## src/rtl/gpio_irq_pkg.sv

```systemverilog
package gpio_irq_pkg;
  localparam int OFS_DIR  = 'h0;
  localparam int OFS_CTRL = 'h4;
  localparam int OFS_DATA = 'h8;

  localparam logic [2:0] TRIG_LVL_LO = 3'd0;
  localparam logic [2:0] TRIG_LVL_HI = 3'd1;
  localparam logic [2:0] TRIG_RISE   = 3'd2;
  localparam logic [2:0] TRIG_FALL   = 3'd4;
  localparam logic [2:0] TRIG_BOTH   = 3'd6;
endpackage

```

## src/rtl/gpio_sync.sv

```systemverilog
module gpio_sync #(
  parameter int W = 16
) (
  input  logic         clk_i,
  input  logic         rst_ni,
  input  logic [W-1:0] d_i,
  output logic [W-1:0] q_o
);
  logic [W-1:0] s1_q, s2_q;

  always_ff @(posedge clk_i or negedge rst_ni) begin
    if (!rst_ni) begin
      s1_q <= '0;
      s2_q <= '0;
    end else begin
      s1_q <= d_i;
      s2_q <= s1_q;
    end
  end

  assign q_o = s2_q;
endmodule

```

## src/rtl/gpio_trig_unit.sv

```systemverilog
module gpio_trig_unit
  import gpio_irq_pkg::*;
(
  input  logic       clk_i,
  input  logic       rst_ni,
  input  logic       en_i,
  input  logic [2:0] mode_i,
  input  logic       lvl_i,
  input  logic       clr_i,
  output logic       irq_o
);
  logic prev_q, pend_q;
  logic rise, fall, hit, edge_mode;

  assign rise = lvl_i & ~prev_q;
  assign fall = ~lvl_i & prev_q;

  always_comb begin
    hit       = 1'b0;
    edge_mode = 1'b0;
    case (mode_i)
      TRIG_RISE: begin hit = rise;        edge_mode = 1'b1; end
      TRIG_FALL: begin hit = fall;        edge_mode = 1'b1; end
      TRIG_BOTH: begin hit = rise | fall; edge_mode = 1'b1; end
      default:   ;
    endcase
    hit = hit & en_i;
  end

  always_ff @(posedge clk_i or negedge rst_ni) begin
    if (!rst_ni) begin
      prev_q <= 1'b0;
      pend_q <= 1'b0;
    end else begin
      prev_q <= lvl_i;
      // a fresh edge wins over a clear in the same cycle
      if (hit)        pend_q <= 1'b1;
      else if (clr_i) pend_q <= 1'b0;
    end
  end

  always_comb begin
    irq_o = 1'b0;
    if (en_i) begin
      if (mode_i == TRIG_LVL_LO)      irq_o = ~lvl_i;
      else if (mode_i == TRIG_LVL_HI) irq_o = lvl_i;
      else if (edge_mode)             irq_o = pend_q;
    end
  end
endmodule

```

## src/rtl/gpio_pin_mux.sv

```systemverilog
module gpio_pin_mux #(
  parameter int NUM_PINS = 16,
  parameter int T0_PIN   = 4,
  parameter int T1_PIN   = 5
) (
  input  logic [NUM_PINS-1:0] dir_i,
  input  logic [NUM_PINS-1:0] data_i,
  input  logic [1:0]          tmr_en_i,
  input  logic [1:0]          timer_i,
  output logic [NUM_PINS-1:0] pin_o,
  output logic [NUM_PINS-1:0] oe_o
);
  for (genvar p = 0; p < NUM_PINS; p++) begin : g_pin
    if (p == T0_PIN) begin : g_t0
      assign pin_o[p] = tmr_en_i[0] ? timer_i[0] : data_i[p];
      assign oe_o[p]  = tmr_en_i[0] | dir_i[p];
    end else if (p == T1_PIN) begin : g_t1
      assign pin_o[p] = tmr_en_i[1] ? timer_i[1] : data_i[p];
      assign oe_o[p]  = tmr_en_i[1] | dir_i[p];
    end else begin : g_plain
      assign pin_o[p] = data_i[p];
      assign oe_o[p]  = dir_i[p];
    end
  end
endmodule

```

## src/rtl/gpio_irq_port.sv

```systemverilog
module gpio_irq_port
  import gpio_irq_pkg::*;
#(
  parameter int NUM_PINS = 16,
  parameter int NUM_IRQ  = 4,
  parameter int ADDR_W   = 4,
  parameter int T0_PIN   = 4,
  parameter int T1_PIN   = 5
) (
  input  logic                clk_i,
  input  logic                rst_ni,
  input  logic [ADDR_W-1:0]   addr_i,
  input  logic                we_i,
  input  logic [31:0]         wdata_i,
  output logic [31:0]         rdata_o,
  input  logic [NUM_PINS-1:0] pin_i,
  output logic [NUM_PINS-1:0] pin_o,
  output logic [NUM_PINS-1:0] pin_oe_o,
  input  logic [1:0]          timer_i,
  output logic [NUM_IRQ-1:0]  irq_o
);
  localparam int CTRL_W = 4 * NUM_IRQ + 2;

  logic [NUM_PINS-1:0] dir_q, data_q, pin_sync, pin_rd;
  logic [CTRL_W-1:0]   ctrl_q;
  logic                sel_dir, sel_ctrl, sel_data;

  assign sel_dir  = addr_i == ADDR_W'(OFS_DIR);
  assign sel_ctrl = addr_i == ADDR_W'(OFS_CTRL);
  assign sel_data = addr_i == ADDR_W'(OFS_DATA);

  always_ff @(posedge clk_i or negedge rst_ni) begin
    if (!rst_ni) begin
      dir_q  <= '0;
      ctrl_q <= '0;
      data_q <= '0;
    end else if (we_i) begin
      if (sel_dir)  dir_q  <= wdata_i[NUM_PINS-1:0];
      if (sel_ctrl) ctrl_q <= wdata_i[CTRL_W-1:0];
      if (sel_data) data_q <= wdata_i[NUM_PINS-1:0];
    end
  end

  gpio_sync #(.W(NUM_PINS)) u_sync (
    .clk_i (clk_i),
    .rst_ni(rst_ni),
    .d_i   (pin_i),
    .q_o   (pin_sync)
  );

  gpio_pin_mux #(
    .NUM_PINS(NUM_PINS), .T0_PIN(T0_PIN), .T1_PIN(T1_PIN)
  ) u_mux (
    .dir_i   (dir_q),
    .data_i  (data_q),
    .tmr_en_i(ctrl_q[CTRL_W-1 -: 2]),
    .timer_i (timer_i),
    .pin_o   (pin_o),
    .oe_o    (pin_oe_o)
  );

  for (genvar k = 0; k < NUM_IRQ; k++) begin : g_irq
    gpio_trig_unit u_trig (
      .clk_i (clk_i),
      .rst_ni(rst_ni),
      .en_i  (ctrl_q[4*k+3]),
      .mode_i(ctrl_q[4*k +: 3]),
      .lvl_i (pin_sync[k]),
      .clr_i (we_i & sel_data & wdata_i[k]),
      .irq_o (irq_o[k])
    );
  end

  assign pin_rd = (pin_oe_o & pin_o) | (~pin_oe_o & pin_sync);

  always_comb begin
    rdata_o = '0;
    if (sel_dir)       rdata_o[NUM_PINS-1:0] = dir_q;
    else if (sel_ctrl) rdata_o[CTRL_W-1:0]   = ctrl_q;
    else if (sel_data) rdata_o[NUM_PINS-1:0] = pin_rd;
  end
endmodule

```

## config.mk

```make
export PLATFORM = sky130hd
export DESIGN_NAME = gpio_irq_port
export DESIGN_NICKNAME = d
export VERILOG_FILES = /design/src/rtl/gpio_irq_pkg.sv /design/src/rtl/gpio_sync.sv /design/src/rtl/gpio_trig_unit.sv /design/src/rtl/gpio_pin_mux.sv /design/src/rtl/gpio_irq_port.sv
export SDC_FILE = /design/constraint.sdc
export NUM_CORES = 1
export LEC_CHECK = 0
export BUFFER_PORTS_ARGS = -buffer_cell sky130_fd_sc_hd__buf_2
export CAP_MARGIN = 5
export CORE_ASPECT_RATIO = 0.5
export CORE_MARGIN = 2
export CORE_UTILIZATION = 56
export DETAILED_ROUTE_END_ITERATION = 6
export HOLD_SLACK_MARGIN = 0.15
export PLACE_DENSITY_LB_ADDON = 0.05
export SLEW_MARGIN = 20
export SYNTH_ARGS = -nofsm -noshare
export SYNTH_HDL_FRONTEND = slang
export SYNTH_HIERARCHICAL = 1
export SYNTH_SLANG_ARGS = --single-unit
```

## constraint.sdc

```tcl
create_clock -name clk_i -period 2.43 [get_ports clk_i]
set_input_delay 0.243 -clock clk_i [delete_from_list [all_inputs] [get_ports clk_i]]
set_output_delay 0.243 -clock clk_i [all_outputs]
set_load 0.1 [all_outputs]
```

==> flow_summary.toml <==
[run_status]
outcome = "completed"

[clocking]
cts_tree = "built"
clkSinkCount = 90
cts-root-buf = "clkbuf_16"
cts.path.max_buffers = 2
cts_made_buffers = 9
clk_pin_slew_ps = 70
clock_latency_ps = 340
htreeDepth = 3

[timing]
tightest_slew_ps = 712
fin_ws_ps = 240
finalCritPeriodShare_pct = 90.1
clock.fmax_mhz = 457
max-slew-margin-rel_pct = 52.5
whs_ps = 160
finalCriticalPeriod_ps = 2190
final-setup-viol-count = 0
fin_tns_setup_ps = 0
rsz0062_at_grt = "false"
drv_slew = 0
fin_skew_ps = 6.51
hold_violations = 0

[synthesis]
yosysMostFrequentCell = "dfrtp_1"
synth-seq-cells = 90
async_flop_share_pct = 100
synth_top_area_share_pct = 52.0
yosysSeqAreaShare_pct = 52.0
syn_inst = 340
syn_avg_cell_area_um2 = 12.7
ys_types = 30
synth_area_um2 = 4330
synthTopCellsByCount = "dfrtp_1, buf_4, mux2_2, mux2i_1, and2_1"
synth_ff_type = "dfrtp_1"
synth_area_leaders = "dfrtp_1, mux2_2, buf_4, mux2i_1, mux2_4"
yosysWarnings = 6
yosysTopAreaCell = "dfrtp_1"
synth_edf_count = 0

[critical_path]
slowest_delay_ps = 440
cp-end-kind = "primary output"
slowest_stage = "dfrtp_1"
r2r-start = "u_sync/q_o[3]"
criticalPathCategory = "reg -> out"
path_max_fanout = 4
r2r-end = "g_irq[3].u_trig/pend_q"
r2r_cells = 4
crit_path_start_kind = "flop"
r2r_slack_ps = 1150
required_ps = 2190
critPathTopFamily = "simple AND/OR/NAND/NOR gates"
path_buf_inv = 1
arrival_ps = 1950
cp_cell_sequence = "or2_2 > mux2i_1 > o22ai_1 > and2_1 > buf_2"

[route]
routed_wl_um = 9060
antenna_left = 0
wire_per_inst_um = 16.9
first_iter_violations = 122
num_vias = 2766
drc = 0
dr.pass1.iters = 4
via_per_inst = 5.15

[placement]
hpwl_um = 6260
gp_congestion = 0.791
place_ws_ps = 298
dpl_cell_area_um2 = 4690
placed_cells = 500
io_buffers = 96

[power_and_ir_drop]
p_per_area_nw_per_um2 = 1100
power.leakage_nw = 2.66
peakVddDrop_v = 0.000601
p_total_mw = 5.74

[floorplan]
pin_count = 125
core_um2 = 7400
die_y_um = 66.2
die-area_um2 = 8490
row_count = 22
die_w_um = 128
initial_core_util_pct = 58.4

[global_route]
grt_max_degree = 48
grtUsageTotal_pct = 23.2
grt_pass1_wl_um = 14500
antenna_found_initial = 0
grt_pass1_vias = 2918
grt_overflow = 0

[finish]
finish.instance_area_um2 = 5220
area_delta_synth_final_pct = 20.6
instances_no_fill = 537
fin_util_pct = 70.5
final_nets = 501
antenna_cells_inserted = 0
layout-drive-gt1-share_pct = 41.0

[min_path]
min_path_type = "in -> reg"
hp-start = "wdata_i[7]"
hold_depth = 2
hold_path_end = "ctrl_q[7]"

[job]
drv_cap = 0
## state kept, by name, indices dropped and copies added, names as in the netlist
register	flops
ctrl_q	18
data_q	16
dir_q	16
u_sync/q_o	16
u_sync/s1_q	16
g_irq.u_trig/pend_q	4
g_irq.u_trig/prev_q	4
## cell type report
class                   instances  area (um2)
clock buffers                  10         229
clock inverters                 6        95.1
fillers                       546        2180
inverters                      16        60.1
multi-input cells             193        1680
flip-flops and latches         90        2250
well taps                      96         120
repair buffers                126         788
## how the worst max path moves through the flow
stage / endpoint / slack [ps] / cells after the start / from
final: rdata_o[4] / 240 / 5 / ctrl_q[16]
after global routing: rdata_o[4] / 160 / 5 / ctrl_q[16]
after CTS: rdata_o[4] / 230 / 5 / ctrl_q[16]
after detailed placement: rdata_o[8] / 300 / 5 / addr_i[3]
after global placement: rdata_o[10] / 310 / 5 / addr_i[3]
after floorplan: rdata_o[5] / 160 / 4 / ctrl_q[17]
## cell usage in the layout (no fill, tap or decap), types with 8 or more instances in the layout
cell type,instances
inv_1,16
mux2_2,40
dfrtp_1,90
ha_1,8
mux2_4,12
nor3_1,8
conb_1,14
mux2i_1,32
nor2_1,9
and2_1,18
buf_4,9
dlygate4sd3_1,21
o22ai_1,16
clkbuf_16,9
buf_2,94
## metal layers
metal / GRT usage, % / vias to the layer above / share of wire, % / routed length [um]
met5: 0 / - / 0 / 0
met4: 8.65 / 0 / 1.0 / 92
met3: 5.99 / 11 / 4.6 / 420
met2: 37.5 / 85 / 47 / 4280
met1: 30.7 / 1359 / 47 / 4270
li1: - / 1311 / - / -
## power breakdown
group,leakage [nW],internal (mW),switching (mW)
combinational,1.42,0.554,1.67
clock,0.158,0.914,0.597
sequential,1.07,1.75,0.254
total,2.66,3.22,2.52
## logic make-up after synthesis
| group | count (synthesis) | synth area share [%] |
|---|---|---|
| other | 1 | 0.0866 |
| buffers and inverters | 70 | 10.3 |
| XOR/XNOR | 4 | 0.809 |
| flip-flops | 90 | 52.0 |
| AND/OR/NAND/NOR | 51 | 7.34 |
| adder cells (fa/ha/maj) | 8 | 2.31 |
| multiplexers | 84 | 22.0 |
| AO/OA/AOI/OAI | 32 | 5.09 |
## repair_timing
action,CTS,global route
setup buffers,0,0
hold buffers,21,0
hold endpoints to repair,65,0
gates resized for setup,0,0
Note: power is estimated with default switching activity, not from simulation.
